===== config.mk =====
export PLATFORM = sky130hd
export DESIGN_NAME = oc_channel
export DESIGN_NICKNAME = d
export VERILOG_FILES = /design/src/rtl/oc_pkg.sv /design/src/rtl/oc_cmp_store.sv /design/src/rtl/oc_match_det.sv /design/src/rtl/oc_ref_gen.sv /design/src/rtl/oc_pin_drive.sv /design/src/rtl/oc_channel.sv
export SDC_FILE = /design/constraint.sdc
export NUM_CORES = 1
export LEC_CHECK = 0
export ABC_AREA = 1
export BUFFER_PORTS_ARGS = -buffer_cell sky130_fd_sc_hd__clkbuf_2
export CORE_MARGIN = 2
export CORE_UTILIZATION = 59
export CTS_BUF_LIST = sky130_fd_sc_hd__clkbuf_4 sky130_fd_sc_hd__clkbuf_8
export CTS_CLUSTER_DIAMETER = 100
export CTS_CLUSTER_SIZE = 40
export DETAILED_ROUTE_END_ITERATION = 8
export GPL_TIMING_DRIVEN = 0
export PLACE_DENSITY = 0.93
export SYNTH_ARGS = -nofsm -noshare
export SYNTH_HDL_FRONTEND = slang
export SYNTH_SLANG_ARGS = --single-unit

===== constraint.sdc =====
create_clock -name clk -period 2.6 [get_ports clk]
set_input_delay 0.39 -clock clk [delete_from_list [all_inputs] [get_ports clk]]
set_output_delay 0.39 -clock clk [all_outputs]
set_load 0.01 [all_outputs]

===== src/rtl/oc_pkg.sv =====
package oc_pkg;
  typedef enum logic [2:0] {
    OCM_FROZEN  = 3'd0,
    OCM_SET     = 3'd1,
    OCM_CLEAR   = 3'd2,
    OCM_TOGGLE  = 3'd3,
    OCM_FORCE_LO = 3'd4,
    OCM_FORCE_HI = 3'd5,
    OCM_PWM_A   = 3'd6,
    OCM_PWM_B   = 3'd7
  } oc_mode_e;

  localparam int MODE_LSB    = 4;
  localparam int PRELOAD_BIT = 3;
  localparam int CFG_EN_BIT  = 0;
  localparam int CFG_POL_BIT = 1;
  localparam int CFG_IEN_BIT = 2;
endpackage


===== src/rtl/oc_cmp_store.sv =====
module oc_cmp_store #(
  parameter int W = 16
) (
  input  logic         clk,
  input  logic         rst,
  input  logic         wr_en,
  input  logic [W-1:0] wr_data,
  input  logic         preload_en,
  input  logic         update_evt,
  output logic [W-1:0] cmp_active
);
  logic [W-1:0] shadow_q;

  always_ff @(posedge clk) begin
    if (rst) begin
      shadow_q   <= '0;
      cmp_active <= '0;
    end else begin
      if (wr_en) shadow_q <= wr_data;
      if (wr_en && !preload_en)
        cmp_active <= wr_data;
      else if (update_evt)
        cmp_active <= shadow_q;
    end
  end
endmodule


===== src/rtl/oc_match_det.sv =====
module oc_match_det #(
  parameter int W = 16
) (
  input  logic         clk,
  input  logic         rst,
  input  logic [W-1:0] cnt_val,
  input  logic [W-1:0] cmp_val,
  input  logic         flag_clr,
  output logic         match_pulse,
  output logic         flag_q
);
  logic equal_now;
  logic equal_q;

  assign equal_now   = (cnt_val == cmp_val);
  assign match_pulse = equal_now && !equal_q;

  always_ff @(posedge clk) begin
    if (rst) begin
      equal_q <= 1'b0;
      flag_q  <= 1'b0;
    end else begin
      equal_q <= equal_now;
      if (match_pulse)   flag_q <= 1'b1;
      else if (flag_clr) flag_q <= 1'b0;
    end
  end
endmodule


===== src/rtl/oc_ref_gen.sv =====
module oc_ref_gen
  import oc_pkg::*;
#(
  parameter int W = 16
) (
  input  logic         clk,
  input  logic         rst,
  input  oc_mode_e     mode,
  input  logic [W-1:0] cnt_val,
  input  logic [W-1:0] cmp_val,
  input  logic         cnt_down,
  input  logic         match,
  output logic         ref_q
);
  logic below, above, pwm_a, ref_d;

  assign below = (cnt_val < cmp_val);
  assign above = (cnt_val > cmp_val);
  assign pwm_a = cnt_down ? !above : below;

  always_comb begin
    ref_d = ref_q;
    unique case (mode)
      OCM_FROZEN:   ref_d = ref_q;
      OCM_SET:      if (match) ref_d = 1'b1;
      OCM_CLEAR:    if (match) ref_d = 1'b0;
      OCM_TOGGLE:   if (match) ref_d = !ref_q;
      OCM_FORCE_LO: ref_d = 1'b0;
      OCM_FORCE_HI: ref_d = 1'b1;
      OCM_PWM_A:    ref_d = pwm_a;
      OCM_PWM_B:    ref_d = !pwm_a;
      default:      ref_d = ref_q;
    endcase
  end

  always_ff @(posedge clk) begin
    if (rst) ref_q <= 1'b0;
    else     ref_q <= ref_d;
  end
endmodule


===== src/rtl/oc_pin_drive.sv =====
module oc_pin_drive #(
  parameter bit REG_PIN = 1'b1
) (
  input  logic clk,
  input  logic rst,
  input  logic ref_in,
  input  logic chan_en,
  input  logic chan_pol,
  output logic pin
);
  logic pin_d;

  assign pin_d = chan_en ? (ref_in ^ chan_pol) : chan_pol;

  generate
    if (REG_PIN) begin : g_reg
      always_ff @(posedge clk) begin
        if (rst) pin <= 1'b0;
        else     pin <= pin_d;
      end
    end else begin : g_comb
      logic unused_clk_rst;
      assign unused_clk_rst = clk ^ rst;
      assign pin = pin_d;
    end
  endgenerate
endmodule


===== src/rtl/oc_channel.sv =====
module oc_channel
  import oc_pkg::*;
#(
  parameter int CNT_W   = 16,
  parameter bit REG_PIN = 1'b1
) (
  input  logic             clk,
  input  logic             rst,
  input  logic [CNT_W-1:0] cnt_val,
  input  logic             cnt_down,
  input  logic             update_evt,
  input  logic             mode_we,
  input  logic [7:0]       mode_wdata,
  input  logic             cmp_we,
  input  logic [CNT_W-1:0] cmp_wdata,
  input  logic             cfg_we,
  input  logic [2:0]       cfg_wdata,
  input  logic             flag_clr,
  output logic             pin_out,
  output logic             match_flag,
  output logic             irq
);
  logic [2:0]       mode_q;
  logic             preload_q;
  logic [2:0]       cfg_q;
  logic [CNT_W-1:0] cmp_act;
  logic             match_pulse;
  logic             ref_q;
  logic             chan_en, chan_pol, chan_ien;
  logic             unused_mode_bits;

  assign unused_mode_bits = ^{mode_wdata[7], mode_wdata[2:0]};

  always_ff @(posedge clk) begin
    if (rst) begin
      mode_q    <= '0;
      preload_q <= 1'b0;
      cfg_q     <= '0;
    end else begin
      if (mode_we) begin
        mode_q    <= mode_wdata[MODE_LSB +: 3];
        preload_q <= mode_wdata[PRELOAD_BIT];
      end
      if (cfg_we) cfg_q <= cfg_wdata;
    end
  end

  assign chan_en  = cfg_q[CFG_EN_BIT];
  assign chan_pol = cfg_q[CFG_POL_BIT];
  assign chan_ien = cfg_q[CFG_IEN_BIT];

  oc_cmp_store #(.W(CNT_W)) u_store (
    .clk(clk), .rst(rst), .wr_en(cmp_we), .wr_data(cmp_wdata),
    .preload_en(preload_q), .update_evt(update_evt), .cmp_active(cmp_act)
  );

  oc_match_det #(.W(CNT_W)) u_match (
    .clk(clk), .rst(rst), .cnt_val(cnt_val), .cmp_val(cmp_act),
    .flag_clr(flag_clr), .match_pulse(match_pulse), .flag_q(match_flag)
  );

  oc_ref_gen #(.W(CNT_W)) u_ref (
    .clk(clk), .rst(rst), .mode(oc_mode_e'(mode_q)), .cnt_val(cnt_val),
    .cmp_val(cmp_act), .cnt_down(cnt_down), .match(match_pulse), .ref_q(ref_q)
  );

  oc_pin_drive #(.REG_PIN(REG_PIN)) u_pin (
    .clk(clk), .rst(rst), .ref_in(ref_q), .chan_en(chan_en),
    .chan_pol(chan_pol), .pin(pin_out)
  );

  assign irq = match_flag && chan_ien;
endmodule


==> metrics.yaml, run 1 <==
sta:
  holdWs_ps: 263.2
  tns_ps: 0
  grt_setup_unrepaired: "false"
  maxSlewViolCount: 0
  finalHoldViolations: 0
  clock_skew_ps: 12.16
  max_freq_mhz: 604.4
  min_period_over_period_pct: 63.64
  tightest_slew_ps: 469.2
  post-route-min-period_ps: 1655
  setup_viol: 0
  slew_headroom_pct: 68.72
  final.setup.worst_slack_ps: 945.5
critical_path:
  cp.required_ps: 2870
  critPathBufInv: 2
  arrival_ps: 1930
  worstReg2RegEnd: "u_ref.ref_q"
  critPathTopFamily: "simple AND/OR/NAND/NOR gates"
  endpoint: "u_ref.ref_q"
  cp_slowest_stage_delay_ps: 350
  r2r_start: "u_store.cmp_active[10]"
  cp.depth: 11
  crit_path_end_kind: "flip-flop"
  cp_max_fo: 3
  reg2reg_depth: 11
  cp-startpoint: "u_store.cmp_active[10]"
  path_class: "reg -> reg"
  crit_path_start_kind: "flip-flop"
  crit_chain: "inv_1 -> ha_1 -> nand2_1 -> nor2_1 -> nand2_2 -> nor2_4 -> o211ai_2 -> a21oi_2 -> nand3_1 -> nand2_1 -> inv_1"
  slowest_stage: "dfxtp_1"
  timing.reg2reg.setup_slack_ps: 950
global_routing:
  grt_max_degree: 13
  grt_usage_pct: 26.91
  antenna_found_initial: 0
  grt_overflow: 0
  first_global_vias: 2115
  grt_pass1_wl_um: 8666
drt:
  avgRoutedWirePerCell_um: 12.58
  wl_met1_um: 1991
  routed-wl-met3_um: 342
  avgViaCountPerCell: 5.307
  first_iter_violations: 90
  drc: 0
  ant_nets: 0
  wl_met2_um: 2550
  routed.top_layer: "met4"
  vias: 2128
  dr.pass1.iters: 5
  routed_wl_um: 5043
placed_design:
  io_buffers: 48
  place_congestion: 0.8017
  dp.cells: 393
  placed_area_um2: 2430
  place_hpwl_um: 3825
  pre_cts_ws_ps: 851.1
cts:
  clockBufferDepth: 2
  ctsRootBufferMaster: "clkbuf_4"
  cts.htree.levels: 2
  clkLatencyLatePin_ps: 350
  clkSinkCount: 43
  cts_resized: 0
  clkTransAtPathRegs_ps: 130
  cts_buffers: 5
  cts_setup_buffers: 0
  cts_tree: "done"
  postCtsHoldBufs: 0
synthesis:
  ys_types: 24
  synth_top_cell_area_share_pct: 40.38
  ys_ff_latch: 43
  synthesis.area_um2: 2132
  ys_seq_area_share_pct: 40.38
  ys.warnings.count: 0
  synth_edf_count: 0
  async_reset_ff_share_pct: 0
  yosysTopAreaCell: "dfxtp_1"
  synth.area.top_cells: "dfxtp_1 (40%), o21ai_0 (12%), nor2_1 (9.5%)"
  syn_nets: 366
  synth_ff_type: "dfxtp_1"
  avgSynthCellArea_um2: 7.131
  synth_cells: 299
pwr:
  ir_worst_vdd_mv: 0.3672
  p_int_uw: 981.7
  switching_share_pct: 28.04
  combPwrFrac_pct: 19.1
  pwr-share-seq_pct: 53.4
  switchingPower_uw: 382.6
  p_clk_share_pct: 27.5
  p_per_area_nw_per_um2: 545.2
  p_leak_nw: 1.191
final_layout:
  final_nets: 421
  layout_common_cells: "nor2_1 (54), o21ai_0 (51), clkbuf_2 (48)"
  diodes: 0
  final_area_um2: 2502
  final_common_cell: "nor2_1"
  syn_to_final_growth_pct: 17.37
  drive_above_1_share_pct: 18.87
  stdcell_count: 401
die:
  dieArea_um2: 4111
  core_um2: 3416
  dieHeight_um: 64.12
  start_util_pct: 62.42
  num_rows: 21
  io_pins: 54
  die_w_um: 64.12
job:
  cap_violations: 0
run_status:
  status: "complete, no violations"
min_path:
  hold_class: "in -> reg"
-- metrics by stage --
| stage | utilization, % | power, mW |
|---|---|---|
| 2_1_floorplan | - | 0.9070 |
| 5_1_grt | 73.26 | 1.445 |
| 6_report | 73.26 | 1.364 |
| 3_3_place_gp | 71.14 | 0.9823 |
| 3_5_place_dp | 71.14 | 0.9990 |
| 4_1_cts | 73.26 | 1.363 |
-- kinds of logic after synthesis --
kind of cell	count (synthesis)	synth area share [%]
buffers and inverters	51	9.449
AND/OR/NAND/NOR	99	18.84
adder cells (fa/ha/maj)	16	9.390
flip-flops	43	40.38
AO/OA/AOI/OAI	90	21.95
-- how the worst min path moves through the flow --
stage,from,endpoint,cells past startpoint
after global placement,u_store.shadow_q[1],u_store.shadow_q[1],2
final,cfg_wdata[2],cfg_q[2],3
after CTS,cfg_wdata[2],cfg_q[2],3
after detailed placement,u_store.shadow_q[1],u_store.shadow_q[1],2
after global routing,cfg_wdata[1],cfg_q[1],3
after floorplan,u_store.shadow_q[1],u_store.shadow_q[1],2
-- Yosys cell counts, types with 2 or more instances --
master and n:
nand3_1 5, o21ai_0 51, clkbuf_1 7, buf_1 2, dfxtp_1 43, nor2_1 54
ha_1 16, inv_2 2, nor2_4 2, nor3_1 3, nand2_1 33, buf_2 2
o21ai_1 3, inv_1 36, a21oi_1 31
-- worst reg2reg max path: cells and delay by family (launching register included) --
kind	cells	cell delay, ps
buffers and inverters	2	90
AO/OA/AOI/OAI	2	250
adder cells (fa/ha/maj)	1	290
AND/OR/NAND/NOR	6	600
flip-flops	1	350
-- per-layer routing --
| metal | global-route usage (%) | vias up |
|---|---|---|
| met3 | 5.282 | 19 |
| met2 | 46.22 | 68 |
| met5 | 0 | - |
| met1 | 31.40 | 958 |
| met4 | 14.63 | 0 |
| li1 | - | 1083 |
-- state kept, by name (all words and copies together) (netlist names) --
register and count:
u_match.flag_q 1, mode_q 3, u_ref.ref_q 1, u_store.cmp_active 16, u_store.shadow_q 16, u_pin.pin 1
u_match.equal_q 1, preload_q 1, cfg_q 3
-- final cells by class --
class | count | area (um2)
Multi-Input combinational cell | 205 | 1070
Fill cell | 300 | 913.4
Tap cell | 46 | 57.56
Buffer | 12 | 55.05
Clock buffer | 8 | 72.57
Sequential cell | 43 | 860.8
Inverter | 39 | 146.4
Timing Repair Buffer | 48 | 240.2
-- power groups by stage --
stage	Clock, mW	Combinational (mW)	Sequential (mW)
after floorplan	0	0.171	0.736
after CTS	0.374	0.261	0.728
after global routing	0.410	0.303	0.733
after detailed placement	0	0.256	0.742
final	0.375	0.260	0.729
after global placement	0	0.243	0.739
Note: power is estimated with default switching activity, not from simulation.
==> run 2: changes to the inputs <==
CORE_UTILIZATION = 55   (was 59)
PLACE_DENSITY = 0.88   (was 0.93)
clock period = 1.6 ns   (was 2.6 ns; I/O delays follow)
==> run 2 against run 1 <==
  * Global-route usage down 3.1 points
  * Highest routed layer unchanged
  * Combinational power up 100%
  * Fmax grew 3.6%
  * Hold slack worse by 91 ps
  * Sequential cell count stayed put
  * Critical endpoint unchanged
==> metrics.yaml, run 2 (synthesis results as in run 1) <==
run_status:
  status: "complete, no violations"
critical_path:
  cp_max_fo: 3  # unchanged
  cp.required_ps: 1800  # -1070 ps
  crit_path_start_kind: "flip-flop"
  path_class: "reg -> reg"
  crit_path_end_kind: "flip-flop"
  arrival_ps: 1800  # -130 ps
sta:
  clock_skew_ps: 6.787  # -5.376 ps
  post-route-min-period_ps: 1597  # -57.77 ps
  grt_setup_unrepaired: "true"
  maxSlewViolCount: 0  # unchanged
  setup_viol: 0  # unchanged
  tightest_slew_ps: 505.2  # +35.91 ps
  slew_headroom_pct: 66.32  # -2.4 points
  finalHoldViolations: 0  # unchanged
  max_freq_mhz: 626.3  # +3.6%
  min_period_over_period_pct: 99.80  # +36 points
die:
  dieArea_um2: 4390  # +6.8%
  dieHeight_um: 66.26  # +3.3%
  core_um2: 3689  # +8.0%
  num_rows: 22  # +4.8%
  start_util_pct: 57.80  # -4.6 points
  die_w_um: 66.26  # +3.3%
  io_pins: 54  # unchanged
cts:
  clkLatencyLatePin_ps: 290  # -60 ps
  clkSinkCount: 43  # unchanged
  cts.htree.levels: 2  # unchanged
  clkTransAtPathRegs_ps: 80  # -50 ps
  cts_buffers: 5  # unchanged
  cts_tree: "done"
  postCtsHoldBufs: 0  # unchanged
  ctsRootBufferMaster: "clkbuf_8"
  clockBufferDepth: 2  # unchanged
placed_design:
  place_hpwl_um: 3487  # -8.8%
  placed_area_um2: 2432  # +0.10%
  io_buffers: 48  # unchanged
  place_congestion: 0.8150  # +1.7%
  dp.cells: 395  # +0.51%
final_layout:
  fin_util_pct: 74.53  # +1.3 points
  diodes: 0  # unchanged
  syn_to_final_growth_pct: 28.93
  final_area_um2: 2749  # +9.9%
  drive_above_1_share_pct: 29.25  # +10 points
  top_regs: "u_store.cmp_active: 16 flops, u_store.shadow_q: 16 flops"
  stdcell_count: 407  # +1.5%
  layout_common_cells: "o21ai_0 (51), nor2_1 (51), clkbuf_2 (48)"
  final_nets: 425  # +0.95%
global_routing:
  grt_pass1_wl_um: 7859  # -9.3%
  first_global_vias: 1824  # -14%
  antenna_found_initial: 0  # unchanged
  grt_usage_pct: 23.79  # -3.1 points
  grt_max_degree: 13  # unchanged
  grt_overflow: 0  # unchanged
drt:
  routed_wl_um: 5211  # +3.3%
  vias: 2137  # +0.42%
  first_iter_violations: 93  # +3.3%
  dr.pass1.iters: 4  # -1
  ant_nets: 0  # unchanged
  avgRoutedWirePerCell_um: 12.80  # +1.8%
  avgViaCountPerCell: 5.251  # -1.1%
  drc: 0  # unchanged
job:
  cap_violations: 0  # unchanged
pwr:
  p_per_area_nw_per_um2: 899.6  # +65%
  totalPowerFinal_mw: 2.473  # +81%
  ir_worst_vdd_mv: 0.7114  # +94%
  p_leak_nw: 1.251  # +5.0%
min_path:
  hold_class: "in -> reg"
==> run 2: worst paths after layout <==
kind	startpoint	end	slack, ps	cells past startpoint
hold / removal	mode_wdata[3]	preload_q	170	3
hold reg to reg	u_store.shadow_q[4]	u_store.shadow_q[4]	460	2
setup / recovery	u_store.cmp_active[15]	u_ref.ref_q	3	11
setup reg to reg	u_store.cmp_active[15]	u_ref.ref_q	3	11
==> run 2: report_power, final <==
part,leakage (nW),switching [mW],internal (mW),total (mW)
clock,0.0549,0.357,0.411,0.768
sequential,0.359,0.0361,1.15,1.19
combinational,0.837,0.298,0.221,0.519
total,1.25,0.691,1.78,2.47
==> run 2: area by class of cell <==
class,count,area (um2)
multi-input cells,205,1245
plain buffers,12,55.05
clock buffers,8,103.9
flip-flops and latches,43,868.3
repair buffers,52,270.3
inverters,39,146.4
well taps,48,60.06
fillers,282,939.7
==> run 2: critical path: stages, from the launching register on <==
cell	delay, ps
dfxtp_2	330
inv_2	50
ha_4	270
nand2_4	50
nor2_4	140
nand2_4	80
nor2_4	130
o211ai_2	110
a21oi_2	140
nand3_1	80
nand2_1	80
inv_1	40
==> run 2: stage by stage <==
stage                     setup TNS [ps]  hold slack [ps]  setup slack (ps)
after CTS                              0            173.5            0.9610
after global placement            -11.21            436.3            -11.21
after detailed placement          -19.50            443.0            -19.50
after floorplan                        0            309.1             134.2
after global routing              -119.9            175.1            -119.9
final                                  0            172.6             3.253
==> run 2: layer usage <==
metal | global-route usage, % | wire length [um] | vias to the layer above
met4 | 7.143 | 116 | 0
met5 | 0 | 0 | -
met2 | 41.00 | 2533 | 82
met3 | 6.133 | 407 | 12
li1 | - | - | 1094
met1 | 28.92 | 2153 | 949
==> run 2: timing repair <==
| item | CTS | global route |
|---|---|---|
| pin swaps | 4 | 13 |
| cloned | 0 | 0 |
| gates resized for setup | 6 | 33 |
| endpoints found under the setup margin | 1 | 1 |
| setup buffers | 2 | 2 |
